<file path="config.mk">
export PLATFORM = sky130hd
export DESIGN_NAME = watchdog_timer
export DESIGN_NICKNAME = d
export VERILOG_FILES = /design/src/rtl/wdt_pkg.sv /design/src/rtl/wdt_ctrl.sv /design/src/rtl/wdt_datapath.sv /design/src/rtl/watchdog_timer.sv
export SDC_FILE = /design/constraint.sdc
export NUM_CORES = 1
export LEC_CHECK = 0
export ABC_AREA = 1
export ABC_CLOCK_PERIOD_IN_PS = 2250
export BUFFER_PORTS_ARGS = -buffer_cell sky130_fd_sc_hd__buf_4
export CORE_MARGIN = 3
export CORE_UTILIZATION = 40
export DETAILED_ROUTE_END_ITERATION = 7
export MAX_ROUTING_LAYER = met4
export PLACE_DENSITY = 0.68
export SLEW_MARGIN = 25
export SYNTH_ARGS = -nofsm -noshare
export SYNTH_HDL_FRONTEND = slang
export SYNTH_HIERARCHICAL = 1
export SYNTH_SLANG_ARGS = --single-unit
</file>
<file path="constraint.sdc">
create_clock -name clk -period 2.25 [get_ports clk]
set_clock_uncertainty 0.05 [all_clocks]
set_input_delay 0.45 -clock clk [delete_from_list [all_inputs] [get_ports clk]]
set_output_delay 0.45 -clock clk [all_outputs]
set_load 0.03 [all_outputs]
</file>
<file path="src/rtl/wdt_pkg.sv">
package wdt_pkg;
  // Per-cycle commands from the control unit to the counter datapath.
  typedef struct packed {
    logic reload;    // kick write: load the counter at once
    logic tickLoad;  // pending timeout consumed on this tick
    logic decrement; // ordinary countdown step
  } wdtCtl_t;
endpackage

</file>
<file path="src/rtl/wdt_ctrl.sv">
module wdt_ctrl
  import wdt_pkg::*;
#(
  parameter int TIMEOUT_W = 6,
  parameter int unsigned RESET_TIMEOUT = 63
) (
  input  logic                   clk,
  input  logic                   rstN,
  input  logic                   tickEn,
  input  logic                   regWrEn,
  input  logic [TIMEOUT_W+1:0]   regWrData,
  input  logic                   cntIsZero,
  output wdtCtl_t                ctl,
  output logic [TIMEOUT_W-1:0]   loadVal,
  output logic [TIMEOUT_W+1:0]   regRdData
);
  localparam int KICK_BIT = TIMEOUT_W + 1;
  localparam int PROT_BIT = TIMEOUT_W;
  localparam logic [TIMEOUT_W-1:0] TMO_RST = TIMEOUT_W'(RESET_TIMEOUT);

  logic [TIMEOUT_W-1:0] tmoQ, tmoNext, wrTmo;
  logic protQ, pendQ, pendNext;
  logic kickWr, tmoWrOk, tmoChange;

  assign wrTmo     = regWrData[TIMEOUT_W-1:0];
  assign kickWr    = regWrEn && regWrData[KICK_BIT];
  assign tmoWrOk   = regWrEn && !protQ;
  assign tmoNext   = tmoWrOk ? wrTmo : tmoQ;
  assign tmoChange = tmoWrOk && (wrTmo != tmoQ);

  // A kick clears any pending load. A fresh change arms one. A tick consumes it.
  always_comb begin
    if (kickWr)         pendNext = 1'b0;
    else if (tmoChange) pendNext = 1'b1;
    else if (tickEn)    pendNext = 1'b0;
    else                pendNext = pendQ;
  end

  always_comb begin
    ctl.reload    = kickWr;
    ctl.tickLoad  = tickEn && pendQ && !kickWr;
    ctl.decrement = tickEn && !pendQ && !kickWr && (tmoQ != '0) && !cntIsZero;
  end

  assign loadVal   = kickWr ? tmoNext : tmoQ;
  assign regRdData = {1'b0, protQ, tmoQ};

  always_ff @(posedge clk or negedge rstN) begin
    if (!rstN) begin
      tmoQ  <= TMO_RST;
      protQ <= 1'b0;
      pendQ <= 1'b0;
    end else begin
      tmoQ  <= tmoNext;
      pendQ <= pendNext;
      if (regWrEn) protQ <= regWrData[PROT_BIT];
    end
  end
endmodule

</file>
<file path="src/rtl/wdt_datapath.sv">
module wdt_datapath
  import wdt_pkg::*;
#(
  parameter int TIMEOUT_W = 6,
  parameter int unsigned RESET_TIMEOUT = 63
) (
  input  logic                 clk,
  input  logic                 rstN,
  input  wdtCtl_t              ctl,
  input  logic [TIMEOUT_W-1:0] loadVal,
  input  logic                 flagClr,
  input  logic                 intEnable,
  output logic                 cntIsZero,
  output logic                 timeoutFlag,
  output logic                 intReq
);
  localparam logic [TIMEOUT_W-1:0] CNT_RST = TIMEOUT_W'(RESET_TIMEOUT);

  logic [TIMEOUT_W-1:0] cntQ;
  logic flagQ, expire;

  assign cntIsZero = (cntQ == '0);
  assign expire    = ctl.decrement && (cntQ == TIMEOUT_W'(1));

  always_ff @(posedge clk or negedge rstN) begin
    if (!rstN) begin
      cntQ  <= CNT_RST;
      flagQ <= 1'b0;
    end else begin
      if (ctl.reload || ctl.tickLoad) cntQ <= loadVal;
      else if (ctl.decrement)         cntQ <= cntQ - TIMEOUT_W'(1);
      if (expire)       flagQ <= 1'b1;
      else if (flagClr) flagQ <= 1'b0;
    end
  end

  assign timeoutFlag = flagQ;
  assign intReq      = flagQ && intEnable;
endmodule

</file>
<file path="src/rtl/watchdog_timer.sv">
module watchdog_timer
  import wdt_pkg::*;
#(
  parameter int TIMEOUT_W = 6,
  parameter int unsigned RESET_TIMEOUT = 63
) (
  input  logic                 clk,
  input  logic                 rstN,
  input  logic                 tickEn,
  input  logic                 regWrEn,
  input  logic [TIMEOUT_W+1:0] regWrData,
  input  logic                 flagClr,
  input  logic                 intEnable,
  output logic                 timeoutFlag,
  output logic                 intReq,
  output logic [TIMEOUT_W+1:0] regRdData
);
  wdtCtl_t ctl;
  logic [TIMEOUT_W-1:0] loadVal;
  logic cntIsZero;

  wdt_ctrl #(.TIMEOUT_W(TIMEOUT_W), .RESET_TIMEOUT(RESET_TIMEOUT)) u_ctrl (
    .clk(clk), .rstN(rstN), .tickEn(tickEn), .regWrEn(regWrEn),
    .regWrData(regWrData), .cntIsZero(cntIsZero), .ctl(ctl),
    .loadVal(loadVal), .regRdData(regRdData)
  );

  wdt_datapath #(.TIMEOUT_W(TIMEOUT_W), .RESET_TIMEOUT(RESET_TIMEOUT)) u_dp (
    .clk(clk), .rstN(rstN), .ctl(ctl), .loadVal(loadVal),
    .flagClr(flagClr), .intEnable(intEnable), .cntIsZero(cntIsZero),
    .timeoutFlag(timeoutFlag), .intReq(intReq)
  );
endmodule

</file>
==> results_dict.tcl, run 1 <==
set metrics [dict create \
    gp_congestion 0.809 \
    grt_pass1_vias 940 \
    grt-busiest-layer "met2" \
    grt_max_degree 16 \
    post-route-period-util_pct 88.1 \
    placed_cells 206 \
    ir_drop_mv 0.481 \
    ant_nets 0 \
    cts_resized 0 \
    use_met2_pct 25.2 \
    core_um2 2540 \
    end_kind "register" \
    die_h_um 58.3 \
    cap_violations 0 \
    via_count 985 \
    r2r-start "u_dp/cntQ[0]" \
    rrSetupSlack_ns 0.27 \
    fin_tns_setup_ns 0 \
    cts_root_buf "clkbuf_4" \
    slowest_delay_ns 0.58 \
    area.growth.synth_to_final_pct 18.9 \
    min_from "flagClr" \
    dieWidth_um 58.3 \
    boundaryPins 24 \
    cp_max_fo 6 \
    syn_nets 175 \
    switching_power_uw 470 \
    initial_utilization_pct 42.9 \
    antenna_found_initial 0 \
    worst-path-stages 13 \
    final_cells 211 \
    period_minus_slack_ns 1.98 \
    ys_types 22 \
    p_comb_share_pct 45.0 \
    layout-drive-gt1-share_pct 29.8 \
    clkTransAtPathRegs_ns 0.10 \
    p_sw_share_pct 42.0 \
    cts_setup_buffers 0 \
    hold_end "u_dp/timeoutFlag" \
    final-setup-viol-count 0 \
    portBuffers 22 \
    grt_pass1_wl_um 3970 \
    power_density_nw_per_um2 862 \
    mappedNetlistArea_um2 1090 \
    rows 18 \
    hp-class "in -> reg" \
    grt_usage_pct 15.7 \
    cts_num_sinks 15 \
    slowest_stage "dfstp_2" \
    crit_arrival_ns 2.16 \
    ys_warn_count 6 \
    syn_avg_cell_area_um2 6.91 \
    nets 199 \
    fmax_ghz 0.504 \
    dr.first_iter.drc_count 33 \
    ys_ff_latch 15 \
    layout_setup_ws_ns 0.268 \
    whs_path_depth 2 \
    clock_latency_ns 0.29 \
    required_ns 2.43 \
    ys_seq_area_share_pct 35.7 \
    die_area_um2 3390 \
    diodes 0 \
    rr_endpoint "u_dp/cntQ[4]" \
    fin_area_um2 1300 \
    path_cells "inv_1 -> ha_1 -> nand2_1 -> nor2_1 -> nor4_1 -> o21ai_0 -> inv_1 -> inv_1 -> nand2_4 -> inv_2 -> nor2_1 -> nand2_1 -> nand2_1" \
    dp_worst_setup_slack_ns 0.314 \
    r2r_cells 13 \
    cts_buffer_depth 2 \
    postSynthCellCount 158 \
    critPathBufInv 4 \
    cp-start-kind "register" \
    drcViolationCount 0 \
    power.leakage_uw 0.000683 \
    seq_power_share_pct 41.1 \
    dp_hpwl_um 1830 \
    use_met3_pct 2.90 \
    cts_tree "built" \
    wl_per_cell_um 10.9 \
    power.internal_uw 649 \
    drv_slew 0 \
    clock_power_share_pct 13.9 \
    worst_path_dominant_cell_family "simple AND/OR/NAND/NOR gates" \
    fillers 261 \
    cts_buffers 3 \
    hold_violations 0 \
    via_per_inst 4.67 \
    place_area_um2 1260 \
    htreeDepth 1 \
    outcome "finished clean" \
    gr-total-overflow 0 \
    rsz0062_at_grt "false" \
    drt_wl_total_um 2310 \
    drt_first_pass_iters 4 \
    worstSetupPathType "reg -> reg" \
    met1_usage_pct 19.5 \
]
==> cell usage in the layout (no fill, tap or decap) <==
cell,netlist,final
dfstp_2,12,12
clkinv_2,0,1
nor4_1,1,1
o21ai_0,9,9
inv_2,1,1
nand2_2,1,1
nand2_1,56,56
o22ai_1,1,1
nand4_1,1,1
nor2_1,15,15
inv_1,25,25
nand2_4,2,2
buf_4,4,23
clkbuf_4,0,3
xor2_1,1,1
ha_1,3,3
o211ai_1,1,1
o21ai_1,1,1
dfrtp_1,3,3
o21ai_2,9,9
conb_1,1,1
dlygate4sd3_1,0,1
nor2_4,2,2
nand3_1,8,8
==> cells in the mapped netlist <==
cell / instances / area [um2]
buf_4: 4 / 30.0
ha_1: 3 / 37.5
xor2_1: 1 / 8.76
o21ai_2: 9 / 78.8
inv_1: 25 / 93.8
o21ai_0: 9 / 45.0
dfstp_2: 12 / 315
nand2_2: 1 / 6.26
nand3_1: 8 / 40.0
nor2_1: 15 / 56.3
nand2_4: 2 / 22.5
nor2_4: 2 / 22.5
conb_1: 1 / 3.75
nand2_1: 56 / 210
inv_2: 1 / 3.75
o22ai_1: 1 / 6.26
o21ai_1: 1 / 5.00
o211ai_1: 1 / 7.51
nor4_1: 1 / 6.26
dfrtp_1: 3 / 75.1
buf_6: 1 / 11.3
nand4_1: 1 / 6.26
==> cell type report <==
class | count | area, um2 | area share (%)
flip-flops and latches | 15 | 390 | 30.1
clock inverters | 1 | 5.00 | 0.385
clock buffers | 3 | 22.5 | 1.73
multi-input cells | 112 | 563 | 43.4
inverters | 26 | 97.6 | 7.51
repair buffers | 24 | 183 | 14.1
well taps | 30 | 37.5 | 2.89
==> metrics by stage <==
step                      power (uW)  utilization (%)  hold WS, ns
after floorplan                  830                -        0.104
after global placement           947             49.6        0.270
after detailed placement         967             49.6        0.269
after CTS                       1140             51.0        0.285
after global routing            1220             51.0        0.284
final                           1120             51.0        0.296
==> layer usage <==
layer	vias to the layer above	part of all wire, %
met5	-	0
met4	0	0.43
met3	2	4.4
met2	23	48
met1	437	47
li1	523	-
==> power by group through the flow <==
stage / sequential (uW) / combinational (uW) / clock (uW)
floorplan: 491 / 339 / 0
global placement: 459 / 488 / 0
detailed placement: 465 / 501 / 0
CTS: 461 / 505 / 169
global route: 471 / 575 / 179
finish: 460 / 504 / 156
==> state kept, by name, summed over array words and instances, names as in the netlist <==
| register | flops |
|---|---|
| u_ctrl/tmoQ | 6 |
| u_dp/cntQ | 6 |
| u_ctrl/pendQ | 1 |
| u_ctrl/protQ | 1 |
| u_dp/timeoutFlag | 1 |
==> worst max-delay path by stage <==
stage | start | end | slack [ns]
global route | u_dp/cntQ[0] | u_dp/cntQ[4] | 0.04
global placement | u_dp/cntQ[0] | u_dp/cntQ[5] | 0.42
detailed placement | u_dp/cntQ[0] | u_dp/cntQ[4] | 0.31
finish | u_dp/cntQ[0] | u_dp/cntQ[4] | 0.27
floorplan | u_dp/cntQ[0] | u_dp/cntQ[5] | 0.50
CTS | u_dp/cntQ[0] | u_dp/cntQ[4] | 0.27
==> worst reg2reg max path, stage by stage, from the launching register on <==
cell and delay (ns):
dfstp_2 0.58, inv_1 0.08, ha_1 0.20, nand2_1 0.06, nor2_1 0.04, nor4_1 0.22
o21ai_0 0.13, inv_1 0.11, inv_1 0.09, nand2_4 0.10, inv_2 0.05, nor2_1 0.10
nand2_1 0.07, nand2_1 0.05
==> kinds of logic (layout without fill, tap and decap cells) <==
family / count (synthesis) / count (layout) / share of synthesized area, %
and+or+nand+nor: 86 / 86 / 33.9
buffers and inverters: 31 / 54 / 12.7
AOI/OAI and AO/OA: 21 / 21 / 13.1
DFF: 15 / 15 / 35.7
adders and majority gates: 3 / 3 / 3.44
other: 1 / 1 / 0.343
xor gates and xnor gates: 1 / 1 / 0.802
==> timing repair <==
| item | in CTS | in global routing |
|---|---|---|
| setup endpoints to repair | 0 | 0 |
| endpoints found under the hold margin | 3 | 0 |
| hold buffers | 1 | 0 |
Power figures use the tool's default switching activity.
==> run 2: changes to the inputs <==
--- a/config.mk
+++ b/config.mk
@@ -5,14 +5,13 @@
 export SDC_FILE = /design/constraint.sdc
 export NUM_CORES = 1
 export LEC_CHECK = 0
-export ABC_AREA = 1
 export ABC_CLOCK_PERIOD_IN_PS = 2250
 export BUFFER_PORTS_ARGS = -buffer_cell sky130_fd_sc_hd__buf_4
 export CORE_MARGIN = 3
 export CORE_UTILIZATION = 40
 export DETAILED_ROUTE_END_ITERATION = 7
 export MAX_ROUTING_LAYER = met4
-export PLACE_DENSITY = 0.68
+export PLACE_DENSITY = 0.69
 export SLEW_MARGIN = 25
 export SYNTH_ARGS = -nofsm -noshare
 export SYNTH_HDL_FRONTEND = slang
==> results_dict.tcl, run 2 <==
set metrics [dict create \
    outcome "finished clean" \
    dp_hpwl_um 1520 \
    synth_top_cell_by_area "dfstp_2" \
    drt_wl_total_um 1920 \
    synth_most_common_cell "dfstp_2" \
    nets 135 \
    r2r_cells 7 \
    end_kind "register" \
    synth_edf_count 0 \
    synth_top_family_by_area "multiplexers" \
    synth-xor-area-share_pct 7.90 \
    fin_tns_setup_ns 0 \
    p_comb_share_pct 37.8 \
    rrSetupSlack_ns 0.18 \
    cts_setup_buffers 0 \
    die_h_um 55.9 \
    cts_buffer_depth 2 \
    async_flop_share_pct 100 \
    cp-start-kind "register" \
    diodes 0 \
    power.leakage_uw 0.000558 \
    postSynthCellCount 92 \
    syn_nets 109 \
    place_area_um2 1200 \
    min_from "flagClr" \
    portBuffers 22 \
    cts_root_buf "clkbuf_4" \
    synth_compound_area_share_pct 6.90 \
    top_regs "u_ctrl/tmoQ: 6 flops, u_dp/cntQ: 6 flops" \
    whs_path_depth 2 \
    total_power_uw 984 \
    fillers 213 \
    power_density_nw_per_um2 797 \
    hold_violations 0 \
    synth-simple-area-share_pct 17.6 \
    synthAdderAreaFrac_pct 3.76 \
    boundaryPins 24 \
    synth_common_cells "dfstp_2, mux2_2, xor2_1" \
    hp-class "in -> reg" \
    dieWidth_um 55.9 \
    htreeDepth 1 \
    fmax_ghz 0.482 \
    synth_top_cell_area_share_pct 31.6 \
    gp_congestion 0.757 \
    worstSetupPathType "reg -> reg" \
    cts_resized 0 \
    core_um2 2300 \
    r2r-start "u_ctrl/tmoQ[2]" \
    clock_power_share_pct 15.9 \
    layout-drive-gt1-share_pct 52.1 \
    fin_area_um2 1230 \
    switching_power_uw 348 \
    seq_power_share_pct 46.3 \
    post-route-period-util_pct 92.1 \
    ys_ff_latch 15 \
    cts_tree "built" \
    ys_types 35 \
    initial_utilization_pct 43.4 \
    yosys-top-cells-area "dfstp_2, mux2_2, mux2_4" \
    area.growth.synth_to_final_pct 23.8 \
    via_count 703 \
    power.internal_uw 636 \
    gr-total-overflow 0 \
    ys_seq_area_share_pct 39.1 \
    mappedNetlistArea_um2 997 \
    cts_num_sinks 15 \
    clock_latency_ns 0.28 \
    wl_per_cell_um 13.2 \
    hold_end "u_dp/timeoutFlag" \
    rows 17 \
    ys_warn_count 6 \
    multi_input_area_um2 559 \
    synth-main-ff-cell "dfstp_2" \
    cts_buffers 3 \
    ant_nets 0 \
    rsz0062_at_grt "false" \
    grt_pass1_vias 745 \
    dr.first_iter.drc_count 6 \
    drt_first_pass_iters 2 \
    p_sw_share_pct 35.4 \
    ir_drop_mv 0.468 \
    final_common_cell "buf_4" \
    period_minus_slack_ns 2.07 \
    grt_usage_pct 13.4 \
    via_per_inst 4.85 \
    rr_endpoint "u_dp/cntQ[5]" \
    final-setup-viol-count 0 \
    cap_violations 0 \
    clkTransAtPathRegs_ns 0.09 \
    required_ns 2.43 \
    syn_avg_cell_area_um2 10.8 \
    synthMuxAreaShare_pct 18.1 \
    die_area_um2 3130 \
    crit_arrival_ns 2.25 \
    regArea_um2 390 \
    drcViolationCount 0 \
    drv_slew 0 \
    cp_max_fo 5 \
    grt_pass1_wl_um 3270 \
    grt_max_degree 16 \
    antenna_found_initial 0 \
    final_cell_mix "buf_4, dfstp_2, mux2_2" \
]
==> run 2: cell count changes after synthesis, moves of 7 or more <==
cell,change
inv_1,-20
nand3_1,-7
o21ai_2,-9
mux2_2,+8
o21ai_0,-8
nor2_1,-9
nand2_1,-55
==> run 2: stage by stage <==
stage,hold WS (ns),worst slack [ns],util [%],instances
floorplan,0.104,0.109,-,92
global placement,0.267,0.170,52.2,140
detailed placement,0.271,0.0617,52.2,140
CTS,0.299,0.0530,53.8,145
global route,0.297,0.0498,53.8,145
finish,0.313,0.177,53.8,145
==> run 2: worst max path at each step <==
| stage | cells after the start | to | startpoint | slack [ns] |
|---|---|---|---|---|
| floorplan | 7 | u_dp/cntQ[5] | u_dp/cntQ[0] | 0.11 |
| global placement | 7 | u_dp/cntQ[5] | u_dp/cntQ[1] | 0.17 |
| detailed placement | 7 | u_dp/cntQ[5] | u_dp/cntQ[1] | 0.06 |
| CTS | 7 | u_dp/cntQ[5] | u_dp/cntQ[1] | 0.05 |
| global route | 7 | u_dp/cntQ[5] | u_ctrl/tmoQ[0] | 0.05 |
| finish | 7 | u_dp/cntQ[5] | u_ctrl/tmoQ[2] | 0.18 |
==> run 2: metal layers <==
metal | vias to the layer above | part of all wire, % | track usage, %
met4 | 0 | 0 | 3.05
li1 | 367 | - | -
met2 | 21 | 49 | 22.6
met3 | 0 | 5.0 | 2.78
met1 | 315 | 46 | 16.5
met5 | - | 0 | -
==> run 2: kinds of logic after synthesis <==
| family | Yosys count |
|---|---|
| multiplexers | 14 |
| adder cells (fa/ha/maj) | 3 |
| AND/OR/NAND/NOR | 28 |
| AO/OA/AOI/OAI | 11 |
| flip-flops | 15 |
| other | 1 |
| buffers and inverters | 11 |
| XOR/XNOR | 9 |
==> run 2: timing repair <==
action / 4_1_cts / 5_1_grt
hold endpoints to repair: 3 / 0
setup endpoints to repair: 0 / 2
hold buffers: 1 / 0
==> run 2: power by group through the flow <==
| stage | clock network [uW] | logic [uW] | registers, uW |
|---|---|---|---|
| after global routing | 178 | 410 | 467 |
| final | 157 | 372 | 455 |
| after detailed placement | 0 | 374 | 461 |
| after CTS | 169 | 378 | 457 |
| after global placement | 0 | 361 | 457 |
| after floorplan | 0 | 216 | 496 |
==> run 2: layout make-up <==
type / instances / area share (%)
multi-input combinational: 66 / 45.3
sequential: 15 / 31.6
timing repair buffer: 27 / 16.6
tap: 28 / 2.84
clock buffer: 4 / 2.13
inverter: 5 / 1.52
==> run 2: critical path, stage by stage (launching register included) <==
cell	delay, ns
dfstp_2	0.40
or4_1	0.51
nor3_1	0.16
buf_4	0.15
nor4_4	0.05
nor3b_2	0.16
a2111oi_0	0.38
or3_1	0.16
==> run 3: changes to the inputs <==
--- a/config.mk
+++ b/config.mk
@@ -5,7 +5,7 @@
 export SDC_FILE = /design/constraint.sdc
 export NUM_CORES = 1
 export LEC_CHECK = 0
-export ABC_CLOCK_PERIOD_IN_PS = 2250
+export ABC_CLOCK_PERIOD_IN_PS = 2400
 export BUFFER_PORTS_ARGS = -buffer_cell sky130_fd_sc_hd__buf_4
 export CORE_MARGIN = 3
 export CORE_UTILIZATION = 40
==> constraint.sdc (replaced) <==
create_clock -name clk -period 2.4 [get_ports clk]
set_clock_uncertainty 0.05 [all_clocks]
set_input_delay 0.48 -clock clk [delete_from_list [all_inputs] [get_ports clk]]
set_output_delay 0.48 -clock clk [all_outputs]
set_load 0.03 [all_outputs]
==> results_dict.tcl, run 3 (same netlist as run 2, synthesis figures left out) <==
set metrics [dict create \
    hold_violations 0 \
    cts_buffer_depth 2 \
    path_cells "inv_1 -> ha_1 -> and2_1 -> nor4_2 -> nand2_2 -> or4_1 -> a31oi_1" \
    grt_pass1_vias 756 \
    cp_max_fo 5 \
    required_ns 2.56 \
    die_h_um 55.9 \
    cts_tree "built" \
    portBuffers 22 \
    dp_hpwl_um 1530 \
    wl_per_cell_um 13.4 \
    ant_nets 0 \
    cts_buffers 3 \
    hp-class "in -> reg" \
    worstSetupPathType "reg -> reg" \
    fmax_ghz 0.451 \
    final_cell_mix "buf_4, dfstp_2, mux2_2" \
    boundaryPins 24 \
    nets 133 \
    grt_pass1_wl_um 3270 \
    clkTransAtPathRegs_ns 0.09 \
    regArea_um2 390 \
    drt_wl_total_um 1910 \
    gr-total-overflow 0 \
    dr.first_iter.drc_count 7 \
    multi_input_area_um2 551 \
    cp-start-kind "register" \
    htreeDepth 1 \
    via_count 742 \
    dp_worst_setup_slack_ns 0.195 \
    crit_arrival_ns 2.38 \
    grt_max_degree 16 \
    grt_usage_pct 13.6 \
    post-route-period-util_pct 92.5 \
    cts_setup_buffers 0 \
    final_common_cell "buf_4" \
    slowest_stage "dfstp_2" \
    drcViolationCount 0 \
    slowest_delay_ns 0.60 \
    antenna_found_initial 0 \
    clock_latency_ns 0.29 \
    cts_resized 0 \
    rows 17 \
    end_kind "register" \
    ir_drop_mv 0.616 \
    layout-drive-gt1-share_pct 52.2 \
    fillers 211 \
    final-setup-viol-count 0 \
    worst_path_dominant_cell_family "simple AND/OR/NAND/NOR gates" \
    total_power_uw 916 \
    drt_first_pass_iters 4 \
    core_um2 2300 \
    final_core_util_pct 52.8 \
    initial_utilization_pct 43.4 \
    layout_setup_ws_ns 0.181 \
    diodes 0 \
    period_minus_slack_ns 2.22 \
    final_cells 143 \
    area.growth.synth_to_final_pct 21.6 \
    placed_cells 138 \
    cts_num_sinks 15 \
    rsz0062_at_grt "false" \
    gp_congestion 0.811 \
    dieWidth_um 55.9 \
    outcome "finished clean" \
    power.leakage_uw 0.000548 \
    drv_slew 0 \
    die_area_um2 3130 \
    cts_root_buf "clkbuf_4" \
    via_per_inst 5.19 \
    power_density_nw_per_um2 756 \
    top_regs "u_ctrl/tmoQ: 6 flops, u_dp/cntQ: 6 flops" \
    cap_violations 0 \
    critPathBufInv 1 \
    fin_tns_setup_ns 0 \
]
[run 3: changes by cell type in the layout (fill, tap and decap cells not counted), sizes merged]
cell	before	now
buf	26	24
clkbuf	4	3
clkinv	0	1
[run 3: worst paths after layout]
path	end	start	slack, ns	cells after the start
max reg2reg	u_dp/cntQ[4]	u_dp/cntQ[0]	0.18	7
min reg2reg	u_dp/cntQ[4]	u_dp/cntQ[4]	0.48	2
max in group asynchronous	u_dp/cntQ[0]	rstN	1.53	2
max	u_dp/cntQ[4]	u_dp/cntQ[0]	0.18	7
min in group asynchronous	u_ctrl/pendQ	rstN	0.52	2
min	u_dp/timeoutFlag	flagClr	0.33	2
[run 3: metrics by stage]
step                      instance area [um2]  hold WS [ns]
after floorplan                          1000         0.134
after global placement                   1170         0.297
after detailed placement                 1170         0.299
after CTS                                1210         0.327
after global routing                     1210         0.319
final                                    1210         0.331
[run 3: layout make-up]
| cell class | instances | share of cell area [%] |
|---|---|---|
| inverters | 5 | 1.55 |
| well taps | 28 | 2.89 |
| repair buffers | 25 | 15.7 |
| flip-flops and latches | 15 | 32.2 |
| clock inverters | 1 | 0.413 |
| multi-input cells | 66 | 45.4 |
| clock buffers | 3 | 1.86 |
[run 3: per-layer routing]
layer  vias up  routed length, um  global-route usage (%)
li1        363                  -                       -
met1       354                820                    15.5
met2        23                955                    23.1
met3         2                128                    5.10
met4         0                  9                    2.03
met5         -                  0                       -
[run 3: repair_timing]
item / CTS / global route
endpoints found under the setup margin: 0 / 0
hold endpoints to repair: 3 / 0
hold buffers: 1 / 0
[run 3: where the power goes]
| part | internal, uW | switching (uW) |
|---|---|---|
| Sequential | 355 | 82.6 |
| Clock | 62.0 | 86.5 |
| Combinational | 168 | 162 |
